==> config.mk <==
export PLATFORM = sky130hd
export DESIGN_NAME = nand_cmd_seq
export DESIGN_NICKNAME = d
export VERILOG_FILES = /design/src/rtl/nand_seq_pkg.sv /design/src/rtl/nand_seq_decode.sv /design/src/rtl/nand_seq_addr_mux.sv /design/src/rtl/nand_seq_pulse.sv /design/src/rtl/nand_cmd_seq.sv
export SDC_FILE = /design/constraint.sdc
export NUM_CORES = 1
export LEC_CHECK = 0
export BUFFER_PORTS_ARGS = -buffer_cell sky130_fd_sc_hd__buf_2
export CAP_MARGIN = 20
export CELL_PAD_IN_SITES_DETAIL_PLACEMENT = 0
export CELL_PAD_IN_SITES_GLOBAL_PLACEMENT = 1
export CORE_MARGIN = 2
export CORE_UTILIZATION = 30
export DETAILED_ROUTE_END_ITERATION = 8
export HOLD_SLACK_MARGIN = 0.05
export PLACE_DENSITY_LB_ADDON = 0.1
export SLEW_MARGIN = 10
export SYNTH_ARGS = -nofsm -noshare
export SYNTH_HDL_FRONTEND = slang
export SYNTH_SLANG_ARGS = --single-unit
==> constraint.sdc <==
create_clock -name clk -period 3.35 [get_ports clk]
set_input_delay 0.1675 -clock clk [delete_from_list [all_inputs] [get_ports clk]]
set_output_delay 0.1675 -clock clk [all_outputs]
set_load 0.01 [all_outputs]
==> src/rtl/nand_seq_pkg.sv <==
// Shared types for the NAND command sequencer.
// Assumes command word 0 uses the field layout stated in the brief.
package nand_seq_pkg;

    typedef enum logic [2:0] {
        ST_IDLE,
        ST_CMD1,
        ST_ADDR,
        ST_WDATA,
        ST_CMD2,
        ST_TR,
        ST_POLL,
        ST_FIN
    } seq_state_t;

    typedef struct packed {
        logic [7:0] cmd1;
        logic [7:0] cmd2;
        logic       dbl;
        logic [2:0] naddr;
        logic [2:0] ctype;
        logic       csel;
    } cmd_fields_t;

    localparam logic [2:0] CT_READ   = 3'd0;
    localparam logic [2:0] CT_PROG   = 3'd1;
    localparam logic [2:0] CT_ERASE  = 3'd2;
    localparam logic [2:0] CT_RDID   = 3'd3;
    localparam logic [2:0] CT_STATUS = 3'd4;

endpackage

==> src/rtl/nand_seq_decode.sv <==
// Splits command word 0 into the fields the sequencer needs.
// Forces three address cycles for erase. Classifies read-type and program commands.
module nand_seq_decode
    import nand_seq_pkg::*;
(
    input  logic [31:0]  w0,
    output cmd_fields_t  fld,
    output logic         is_read,
    output logic         is_prog
);
    // Field extraction and classification
    always_comb begin
        fld.cmd1  = w0[7:0];
        fld.cmd2  = w0[15:8];
        fld.dbl   = w0[19];
        fld.ctype = w0[23:21];
        fld.csel  = w0[24];
        fld.naddr = (w0[23:21] == CT_ERASE) ? 3'd3 : w0[18:16];
        is_read   = (fld.ctype == CT_READ) || (fld.ctype == CT_RDID) ||
                    (fld.ctype == CT_STATUS);
        is_prog   = (fld.ctype == CT_PROG);
    end
endmodule

==> src/rtl/nand_seq_addr_mux.sv <==
// Picks address byte idx: bytes 0-3 come from word 1, bytes 4-7 from word 2.
// Assumes 32-bit words; the least significant byte goes first.
module nand_seq_addr_mux #(
    parameter int WW = 32
) (
    input  logic [WW-1:0] w1,
    input  logic [WW-1:0] w2,
    input  logic [2:0]    idx,
    output logic [7:0]    abyte
);
    localparam int BPW = WW / 8;

    logic [7:0] lo_bytes [BPW];
    logic [7:0] hi_bytes [BPW];

    // Slice both words into byte lanes
    for (genvar g = 0; g < BPW; g++) begin : g_lane
        assign lo_bytes[g] = w1[g*8 +: 8];
        assign hi_bytes[g] = w2[g*8 +: 8];
    end

    // Select the lane by index, word chosen by the index MSB
    always_comb begin
        abyte = idx[2] ? hi_bytes[idx[1:0]] : lo_bytes[idx[1:0]];
    end
endmodule

==> src/rtl/nand_seq_pulse.sv <==
// Times one write-enable pulse: low for t_low+1 clocks, then high for t_high+1 clocks.
// Restarts in the low phase whenever run drops. Flags the final clock of each pulse.
module nand_seq_pulse #(
    parameter int PW = 3
) (
    input  logic          clk,
    input  logic          rst_n,
    input  logic          run,
    input  logic [PW-1:0] t_low,
    input  logic [PW-1:0] t_high,
    output logic          we_high,
    output logic          last
);
    logic [PW-1:0] cnt;
    logic          phase;

    // Phase counter: counts each phase width, then toggles the phase
    always_ff @(posedge clk) begin
        if (!rst_n || !run) begin
            cnt   <= '0;
            phase <= 1'b0;
        end else if (!phase) begin
            if (cnt == t_low) begin
                cnt   <= '0;
                phase <= 1'b1;
            end else begin
                cnt <= cnt + 1'b1;
            end
        end else begin
            if (cnt == t_high) begin
                cnt   <= '0;
                phase <= 1'b0;
            end else begin
                cnt <= cnt + 1'b1;
            end
        end
    end

    assign we_high = phase;
    assign last    = run && phase && (cnt == t_high);
endmodule

==> src/rtl/nand_cmd_seq.sv <==
// Runs one NAND command: command cycle, address cycles, optional program data
// hand-off, optional second command, busy wait, ready poll and a final strobe.
// Assumes start is honoured only while idle. The command words are latched at start.
module nand_cmd_seq
    import nand_seq_pkg::*;
#(
    parameter int PW          = 3,
    parameter int TRW         = 16,
    parameter int TIMEOUT_CYC = 256
) (
    input  logic           clk,
    input  logic           rst_n,
    input  logic           start,
    input  logic [31:0]    cmd_w0,
    input  logic [31:0]    cmd_w1,
    input  logic [31:0]    cmd_w2,
    input  logic [PW-1:0]  t_wp,
    input  logic [PW-1:0]  t_wh,
    input  logic [TRW-1:0] t_r,
    input  logic           data_done,
    input  logic           nand_rdy,
    output logic           busy,
    output logic           nand_cle,
    output logic           nand_ale,
    output logic           nand_we_n,
    output logic [7:0]     nand_io,
    output logic [1:0]     nand_ce_n,
    output logic           wr_req,
    output logic           rd_req,
    output logic           cmd_done,
    output logic           bad_blk
);
    localparam int TOW    = $clog2(TIMEOUT_CYC + 1);
    localparam int WAIT_W = (TRW > TOW) ? TRW : TOW;

    seq_state_t        state;
    logic [31:0]       w0_q, w1_q, w2_q;
    logic [2:0]        aidx;
    logic [WAIT_W-1:0] wcnt;
    logic              tmo;

    cmd_fields_t fld;
    logic        is_read, is_prog;
    logic [7:0]  abyte;
    logic        run, we_high, last;
    seq_state_t  post_addr;

    nand_seq_decode u_dec (.w0(w0_q), .fld(fld), .is_read(is_read), .is_prog(is_prog));

    nand_seq_addr_mux #(.WW(32)) u_amux (.w1(w1_q), .w2(w2_q), .idx(aidx), .abyte(abyte));

    nand_seq_pulse #(.PW(PW)) u_pulse (
        .clk(clk), .rst_n(rst_n), .run(run), .t_low(t_wp), .t_high(t_wh),
        .we_high(we_high), .last(last)
    );

    // Bus states are the ones that drive a write-enable pulse
    assign run = (state == ST_CMD1) || (state == ST_ADDR) || (state == ST_CMD2);

    // Where to go once the address phase is over
    always_comb begin
        if (is_prog)      post_addr = ST_WDATA;
        else if (fld.dbl) post_addr = ST_CMD2;
        else              post_addr = ST_TR;
    end

    // Main sequence register and its counters
    always_ff @(posedge clk) begin
        if (!rst_n) begin
            state <= ST_IDLE;
            w0_q  <= '0;
            w1_q  <= '0;
            w2_q  <= '0;
            aidx  <= '0;
            wcnt  <= '0;
            tmo   <= 1'b0;
        end else begin
            case (state)
                ST_IDLE: begin
                    wcnt <= '0;
                    tmo  <= 1'b0;
                    if (start) begin
                        w0_q  <= cmd_w0;
                        w1_q  <= cmd_w1;
                        w2_q  <= cmd_w2;
                        aidx  <= '0;
                        state <= ST_CMD1;
                    end
                end
                ST_CMD1: begin
                    wcnt <= '0;
                    if (last) state <= (fld.naddr != 3'd0) ? ST_ADDR : post_addr;
                end
                ST_ADDR: begin
                    wcnt <= '0;
                    if (last) begin
                        if (aidx == fld.naddr - 3'd1) state <= post_addr;
                        else                          aidx  <= aidx + 3'd1;
                    end
                end
                ST_WDATA: begin
                    wcnt <= '0;
                    if (data_done) state <= fld.dbl ? ST_CMD2 : ST_TR;
                end
                ST_CMD2: begin
                    wcnt <= '0;
                    if (last) state <= ST_TR;
                end
                ST_TR: begin
                    if (wcnt == WAIT_W'(t_r)) begin
                        wcnt  <= '0;
                        state <= ST_POLL;
                    end else begin
                        wcnt <= wcnt + 1'b1;
                    end
                end
                ST_POLL: begin
                    if (nand_rdy) begin
                        tmo   <= 1'b0;
                        state <= ST_FIN;
                    end else if (wcnt == WAIT_W'(TIMEOUT_CYC - 1)) begin
                        tmo   <= 1'b1;
                        state <= ST_FIN;
                    end else begin
                        wcnt <= wcnt + 1'b1;
                    end
                end
                default: begin
                    wcnt  <= '0;
                    state <= ST_IDLE;
                end
            endcase
        end
    end

    // Bus and strobe outputs decoded from the current state
    always_comb begin
        busy      = (state != ST_IDLE);
        nand_cle  = (state == ST_CMD1) || (state == ST_CMD2);
        nand_ale  = (state == ST_ADDR);
        nand_we_n = run ? we_high : 1'b1;
        case (state)
            ST_CMD1: nand_io = fld.cmd1;
            ST_CMD2: nand_io = fld.cmd2;
            ST_ADDR: nand_io = abyte;
            default: nand_io = 8'h00;
        endcase
        nand_ce_n = !busy ? 2'b11 : (fld.csel ? 2'b01 : 2'b10);
        wr_req    = (state == ST_WDATA);
        rd_req    = (state == ST_FIN) && !tmo && is_read;
        cmd_done  = (state == ST_FIN) && (tmo || !is_read);
        bad_blk   = (state == ST_FIN) && tmo;
    end
endmodule

# [Word-level counts from Yosys, hierarchy flattened]
# Cells that the tools add are included.
[word_totals] reg_bits=116 out_inout_bits=18 word_cells=112
[op_classes] add_sub_neg=4 magnitude_cmp=1 n_eq_ne=27 muxes=42 bitwise_logic=1 n_reduce_logical=28
[op_table] op="3-bit two-way mux" count=18
[op_table] op="16-bit two-way mux" count=3
[op_table] op="8-bit two-way mux" count=5
[op_table] op="8-bit binary-select mux with 2-bit select" count=2
[op_table] op="16-bit case mux with 2 select lines" count=1
[op_table] op="8-bit case mux with 3 select lines" count=1
[op_table] op="3-bit case mux with 7 select lines" count=1
[op_table] op="16-bit by 1-bit adder with 16-bit output (second input constant)" count=1
[op_table] op="16-bit equality test" count=1
[op_table] op="16-bit by 8-bit equality test with 1-bit output (second input constant)" count=1
[op_table] op="2-bit inequality test (second input constant)" count=8
[op_table] op="3-bit equality test (second input constant)" count=5
[op_table] op="3-bit by 2-bit equality test with 1-bit output (second input constant)" count=4
[op_table] op="3-bit equality test" count=3
[op_table] op="8-bit AND reduction" count=1
[op_table] op="1-bit logical OR" count=7
[op_table] op="1-bit two-way mux" count=7
[op_table] op="3-bit by 1-bit adder with 3-bit output (second input constant)" count=2
[op_table] op="3-bit by 1-bit equality test with 1-bit output (second input constant)" count=2
[op_table] op="1-bit logical AND" count=6
[op_table] op="3-bit logical NOT" count=2
[op_table] op="3-bit case mux with 2 select lines" count=1
[op_table] op="2-bit AND reduction" count=3
[op_table] op="3-bit nonzero test" count=2
[op_table] op="10 further kinds" count=16

# [Logic depth before layout (Yosys ltp)]
# Gate-level depths: netlist (run 1).
[depth] word_depth=7 ltp_mapped=10 mapped_depth_nobuf=10

# [By module]
# From an unflattened synthesis (run 1), not the netlist that was laid out.
[unflattened] cells_unflattened=745 hier_area_um2=6162.2
[modules_own_cells] module="nand_cmd_seq" instances=1 cells_per_inst=664 area_per_inst_um2=5162.5
[modules_own_cells] module="nand_seq_addr_mux" instances=1 cells_per_inst=29 area_per_inst_um2=550.5
[modules_own_cells] module="nand_seq_pulse" instances=1 cells_per_inst=24 area_per_inst_um2=240.2
[modules_own_cells] module="nand_seq_decode" instances=1 cells_per_inst=28 area_per_inst_um2=209.0

# [Worst setup path after synthesis (run 1)]
# No wires, ideal clock.
[synth_timing] kind="register to register" start="reg w0_q[22]" end="reg state[1]" setup_time_ns=0.116 arrival_time_ns=2.408 setup_slack_ns=0.826 stages_incl_launch_ff=11 path_buffers=0 period_less_slack_ns=2.524 path_cell_list="dfxtp_1 nor3b_1 nor2_1 ha_1 ha_1 xnor2_1 a211oi_1 a31o_2 o311ai_1 or3_1 o211a_1"
[synth_between] elab_chain_len=6 word_cells_on_any_way=14 cone_classes="add/sub (1); eq/ne (4); mux (7); reduce/logical (2)"
[synth_rtl] item="start: declaration" line="nand_cmd_seq.sv:37" rtl="logic [31:0] w0_q, w1_q, w2_q;"
[synth_rtl] item="start signal: assignment" line="nand_cmd_seq.sv:83" rtl="w0_q <= cmd_w0;"
[synth_rtl] item="3-bit by 2-bit equality test with 1-bit output" line="nand_seq_decode.sv:18" rtl="fld.naddr = (w0[23:21] == CT_ERASE) ? 3'd3 : w0[18:16];"
[synth_rtl] item="3-bit two-way mux" line="nand_seq_decode.sv:18"
[synth_rtl] item="3-bit by 1-bit subtractor with 3-bit output or 3-bit nonzero test (tied branches)" line="nand_cmd_seq.sv:97, nand_cmd_seq.sv:92"
[synth_rtl] item="3-bit equality test or 3-bit two-way mux (tied branches)" line="nand_cmd_seq.sv:97, nand_cmd_seq.sv:92"
[synth_rtl] item="2-bit by 1-bit inequality test with 1-bit output (no line) or 3-bit two-way mux (tied branches)"
[synth_rtl] item="8-bit AND reduction (no line) or 3-bit case mux with 7 select lines (tied branches)"
[synth_rtl] item="end signal: assignment" line="nand_cmd_seq.sv:92" rtl="if (last) state <= (fld.naddr != 3'd0) ? ST_ADDR : post_addr;"
[synth_rtl] item="end signal: assignment" line="nand_cmd_seq.sv:97" rtl="if (aidx == fld.naddr - 3'd1) state <= post_addr;"
[synth_rtl] item="end signal: assignment" line="nand_cmd_seq.sv:103" rtl="if (data_done) state <= fld.dbl ? ST_CMD2 : ST_TR;"
[synth_rtl] item="end: declaration" line="nand_cmd_seq.sv:36" rtl="seq_state_t state;"
# Several ways; a longest one is shown, not always the timed one. The select of a mux whose other input is x is not followed.
# A chain may end at the register's enable or synchronous reset.

# [Final worst setup path (run 1)]
# Same ends and word-level chain as after synthesis.

==> flow_summary_export.csv, run 1 <==
group,metric,value,unit
outcome,status,"completed",
route,wl_per_cell,14.9,um
critical_path,worstPathArrival,3.15,ns
logic_synthesis,synth.top_cell.area_share,41.3,%
logic_synthesis,syn_avg_cell_area,8.54,sq um
logic_synthesis,postSynthCellCount,653,
timing,slew_viol_final,0,
timing,maxSlewHeadroom,45.5,%
critical_path,reg2reg_depth,10,
job,cap_violations,0,
clock_network,clock_path_buffers,2,
clock_network,cts_tree,"built",
timing,finalSetupViolCount,0,
route,vias,5189,
timing,rsz0062_at_grt,"false",
timing,final_hold_viol_count,0,
route,drt_iter0_drc,174,
logic_synthesis,yosys.area.top_type,"dfxtp_1",
logic_synthesis,yosys_register_bits,115,
critical_path,worst_setup_path_end_kind,"register",
floorplanning,dieArea,19700,sq um
clock_network,cts_resized,0,
min_path,hold_class,"input port to register",
cells_and_area,layout.cells.non_filler,1097,
timing,setup-tns-final,0,ns
critical_path,path_class,"register to register",
route,viasPerCell,4.73,
cells_and_area,drive_gt1_share,22.6,%
route,firstDrtPassIters,4,
logic_synthesis,synthArstFlopShare,0,%
logic_synthesis,ys_seq_area_share,41.3,%
floorplanning,pin_count,141,
place,hpwl,11.5,mm
place,port_buffers,132,
critical_path,r2r-end,"state[1]",
pwr,p_leak,0.00307,uW
grt,grt_usage,17.1,%
grt,antenna_found_initial,0,
route,drt_wl_total,16.3,mm
clock_network,clk_latency,0.41,ns
floorplanning,core-area,18100,sq um
clock_network,hold_buffers,87,
floorplanning,num_rows,49,
cells_and_area,area_growth_syn_to_layout,41.7,%
critical_path,worst_ep_required_time,3.65,ns
timing,layout_min_cycle_time,2.85,ns
logic_synthesis,syn_nets,781,
pwr,power,4960,uW
logic_synthesis,synth_area_leaders,"dfxtp_1, nand2_1, a21boi_0",
route,drc,0,
pwr,power_density,627,nW/um^2
grt,grt_max_degree,52,
place,placed_cells,979,
route,ant_nets,0,
grt,grt_overflow,0,
logic_synthesis,synthesis.area,5580,sq um
place,gp_congestion,0.782,
clock_network,h-tree-depth,4,
cells_and_area,nNetsFinal,984,
critical_path,critPathMaxFanout,6,
clock_network,cts_setup_buffers,0,
logic_synthesis,synth_top_flop_cell,"dfxtp_1",
critical_path,r2r-start,"w0_q[22]",
clock_network,clkTransAtPathRegs,0.05,ns
grt,grt_pass1_vias,5296,
min_path,min_path_cells,3,
timing,max_slew.worst_pin.slew,0.815,ns
clock_network,cts_inserted_buffers,17,
clock_network,clkSinkCount,115,
critical_path,start_kind,"register",
logic_synthesis,ys_warn_count,0,
floorplanning,die_x,140,um
pwr,irDropWorstVdd,0.375,mV
timing,fmax,351,MHz
clock_network,clockRootBuffer,"clkbuf_16",
cells_and_area,n_antenna_cell,0,
floorplanning,fp.dieH,140,um
logic_synthesis,synth-edff-count,0,
logic_synthesis,synth.distinct_cells,47,
min_path,hold_start,"cmd_w0[18]",
timing,skew,0.00727,ns
critical_path,reg2reg_slack,0.50,ns
timing,timing.final.crit_share,85.1,%
grt,grt_pass1_wl,26.6,mm
min_path,min_to,"w0_q[18]",
floorplanning,initial_utilization,30.8,%
-- cells by family after synthesis --
logic type      Yosys count  share of synthesized area [%]
flops                   115                           41.3
fa+ha+maj                 5                           1.12
buf+inv                  54                           3.84
compound gates          137                           17.8
xor+xnor                 41                           6.44
mux                      25                           8.08
simple gates            276                           21.4
-- area by class of cell --
type | instances | area (sq um)
fill | 1790 | 10200
multi-input combinational | 484 | 3060
sequential | 115 | 2300
timing repair buffer | 229 | 1620
clock buffer | 23 | 498
tap | 229 | 287
clock inverter | 8 | 100
inverter | 9 | 33.8
-- layout by cell type, fill, tap and decap left out, drive strengths merged, types with 16 or more instances in the layout --
master / Yosys / layout
nor2: 28 / 28
mux4: 16 / 16
xor2: 17 / 17
dlygate4sd3: 0 / 87
nand2: 196 / 196
a21boi: 91 / 91
xnor2: 24 / 24
buf: 11 / 142
clkbuf: 34 / 23
dfxtp: 115 / 115
-- critical path: stages, from the launching register on --
cell      delay (ns)
dfxtp_1         0.39
nor3b_1         0.46
nor2_1          0.09
ha_1            0.23
ha_1            0.31
xnor2_1         0.14
a211oi_1        0.25
a31o_2          0.21
o311ai_1        0.14
or3_1           0.40
o211a_1         0.13
-- synth_stat cells (5+ instances only) --
| library cell | instances |
|---|---|
| a21boi_0 | 91 |
| a21oi_1 | 6 |
| a22oi_1 | 8 |
| buf_2 | 9 |
| clkbuf_1 | 34 |
| dfxtp_1 | 115 |
| ha_1 | 5 |
| inv_1 | 9 |
| mux2i_1 | 9 |
| mux4_2 | 16 |
| nand2_1 | 196 |
| nand3_1 | 12 |
| nand4_1 | 8 |
| nor2_1 | 28 |
| o21ai_0 | 5 |
| o22ai_1 | 11 |
| xnor2_1 | 24 |
| xor2_1 | 17 |
-- worst max-delay path by stage --
| stage | from | endpoint | slack (ns) | cells after the start |
|---|---|---|---|---|
| after floorplan | w0_q[22] | state[1] | 0.83 | 10 |
| after global placement | w0_q[22] | state[1] | 0.60 | 10 |
| after detailed placement | w0_q[22] | state[1] | 0.48 | 10 |
| after CTS | w0_q[22] | state[1] | 0.47 | 10 |
| after global routing | w0_q[22] | state[1] | 0.26 | 10 |
| final | w0_q[22] | state[1] | 0.50 | 10 |
-- registers in the layout, indices dropped and copies added, names as in the netlist --
| name | cells |
|---|---|
| w0_q | 24 |
| tmo | 1 |
| u_pulse.cnt | 3 |
| state | 3 |
| w1_q | 32 |
| aidx | 3 |
| w2_q | 32 |
| wcnt | 16 |
| u_pulse.we_high | 1 |
-- per-stage QoR --
| stage | hold WS [ns] | area, sq um | setup WS (ns) | util [%] |
|---|---|---|---|---|
| final | 0.0772 | 7900 | 0.499 | 43.7 |
| after global routing | 0.0821 | 7900 | 0.261 | 43.7 |
| after CTS | 0.0531 | 7900 | 0.470 | 43.7 |
| after detailed placement | 0.426 | 6430 | 0.484 | 35.6 |
| after global placement | 0.420 | 6430 | 0.599 | 35.6 |
| after floorplan | 0.312 | 5580 | 0.826 | - |
-- power breakdown --
| group | internal, uW | leakage (uW) | switching (uW) |
|---|---|---|---|
| clock | 1190 | 0.000295 | 624 |
| combinational | 581 | 0.00184 | 804 |
| sequential | 1600 | 0.000939 | 164 |
| total | 3360 | 0.00307 | 1590 |
-- routing by layer --
metal | wire [um] | GRT usage (%) | vias up
met3 | 665 | 4.07 | 19
met4 | 215 | 5.21 | 0
met1 | 7610 | 21.7 | 2444
li1 | - | - | 2624
met5 | 0 | 0 | -
met2 | 7840 | 29.0 | 102
Note: power is estimated with default switching activity, not from simulation.
==> inputs of run 2 (changes only) <==
--- a/constraint.sdc
+++ b/constraint.sdc
@@ -3,2 +3,2 @@
 set_output_delay 0.1675 -clock clk [all_outputs]
-set_load 0.01 [all_outputs]
+set_load 0.05 [all_outputs]
==> flow_summary_export.csv, run 2 (synthesis results as in run 1) <==
group,metric,value,unit
critical_path,cpPeakStageDelay,0.43,ns
floorplanning,initial_utilization,30.8,%
job,cap_violations,0,
place,hpwl,11.5,mm
grt,use_met2,28.7,%
critical_path,path_class,"register to register",
cells_and_area,n_antenna_cell,0,
clock_network,cts_inserted_buffers,17,
critical_path,start_kind,"register",
place,gp_congestion,0.784,
critical_path,startpoint,"w0_q[22]",
clock_network,clkTransAtPathRegs,0.05,ns
timing,fmax,355,MHz
grt,busiest_layer,"met2",
timing,layout_min_cycle_time,2.81,ns
pwr,irDropWorstVdd,0.387,mV
timing,rsz0062_at_grt,"false",
critical_path,reg2reg_depth,10,
route,vias,5192,
cells_and_area,reg.largest.list,"w1_q x32, w2_q x32, w0_q x24",
cells_and_area,nFillCells,1800,
cells_and_area,multiInputGateArea,3060,sq um
critical_path,critPathMaxFanout,6,
route,drt_iter0_drc,228,
grt,antenna_found_initial,0,
cells_and_area,nNetsFinal,984,
grt,grt_pass1_vias,5278,
cells_and_area,area_growth_syn_to_layout,41.2,%
timing,setup-tns-final,0,ns
clock_network,clkSinkCount,115,
route,ant_nets,0,
grt,grt_usage,16.9,%
grt,grt_max_degree,52,
floorplanning,core-area,18100,sq um
cells_and_area,post-route-util,43.5,%
cells_and_area,regArea,2300,sq um
route,wl_per_cell,14.9,um
cells_and_area,layout_commonest_cell,"nand2_1",
floorplanning,fp.dieH,140,um
cells_and_area,drive_gt1_share,22.1,%
critical_path,worst_ep_required_time,3.65,ns
critical_path,worst_setup_path_end_kind,"register",
route,viasPerCell,4.74,
cells_and_area,final_cell_mix,"nand2_1, buf_2, dfxtp_1",
critical_path,crit_top_cell,"ha_1",
place,port_buffers,132,
pwr,power_density,647,nW/um^2
floorplanning,die_x,140,um
grt,grt_util_met1,21.4,%
clock_network,cts_tree,"built",
timing,slew_viol_final,0,
route,drc,0,
critical_path,path_cells,"nor3b_1 > nor2_1 > ha_1 > ha_1 > xnor2_1 > a211oi_1 > a31o_2 > o311ai_1 > or3_1 > o211a_1",
min_path,hold_class,"input port to register",
outcome,status,"completed",
min_path,hold_start,"cmd_w2[25]",
timing,finalSetupViolCount,0,
clock_network,clock_path_buffers,2,
critical_path,r2r-start,"w0_q[22]",
timing,timing.final.crit_share,84.0,%
clock_network,h-tree-depth,4,
timing,max_slew.worst_pin.slew,0.822,ns
route,firstDrtPassIters,4,
floorplanning,num_rows,49,
clock_network,clockRootBuffer,"clkbuf_16",
min_path,min_path_cells,3,
critical_path,worstPathArrival,3.12,ns
route,drt_wl_total,16.3,mm
floorplanning,dieArea,19700,sq um
pwr,p_leak,0.00306,uW
grt,use_met3,3.69,%
timing,final_hold_viol_count,0,
timing,skew,0.00636,ns
clock_network,clk_latency,0.41,ns
critical_path,crit_path_top_delay_cell,"nor3b_1",
clock_network,cts_setup_buffers,0,
grt,grt_overflow,0,
grt,grt_pass1_wl,26.4,mm
floorplanning,pin_count,141,
timing,maxSlewHeadroom,45.1,%
## run 2: worst max-delay path, delay by kind of cell, from the launching register on
family	cells	cell delay, ns
AND/OR/NAND/NOR	3	0.91
AO/OA/AOI/OAI	4	0.75
adder cells (fa/ha/maj)	2	0.52
flip-flops	1	0.39
XOR/XNOR	1	0.13
## run 2: final cells by class
class / instances / area share, %
multi-input cells: 484 / 38.9
clock buffers: 25 / 6.29
flip-flops and latches: 115 / 29.2
repair buffers: 229 / 20.6
well taps: 229 / 3.64
clock inverters: 5 / 0.953
inverters: 9 / 0.429
## run 2: what timing repair did
| action | in CTS | in global routing |
|---|---|---|
| gates resized for setup | 0 | 0 |
| hold buffers | 87 | 0 |
| endpoints found under the hold margin | 87 | 0 |
## run 2: final timing paths
path / end / slack (ns)
hold reg to reg: w2_q[16] / 0.46
setup / recovery: state[1] / 0.54
setup reg to reg: state[1] / 0.54
hold / removal: w2_q[25] / 0.08
## run 2: metal layers
layer,wire [um],up-vias
met4,249,0
li1,-,2630
met3,644,21
met5,0,-
met2,7730,112
met1,7700,2429
## run 2: where the power goes
group | internal (uW) | leakage [uW] | switching (uW)
clock network | 1160 | 0.000283 | 601
logic | 582 | 0.00184 | 990
registers | 1600 | 0.000939 | 163
## run 2: metrics by stage
| stage | power (uW) | hold WS [ns] | worst slack [ns] | std cells | cell area [sq um] |
|---|---|---|---|---|---|
| 2_1_floorplan | 2860 | 0.312 | 0.826 | 653 | 5580 |
| 3_3_place_gp | 3280 | 0.420 | 0.599 | 979 | 6430 |
| 5_1_grt | 5420 | 0.0842 | 0.301 | 1096 | 7880 |
| 4_1_cts | 5160 | 0.0611 | 0.527 | 1096 | 7880 |
| 3_5_place_dp | 3300 | 0.426 | 0.536 | 979 | 6430 |
| 6_report | 5090 | 0.0807 | 0.535 | 1096 | 7880 |
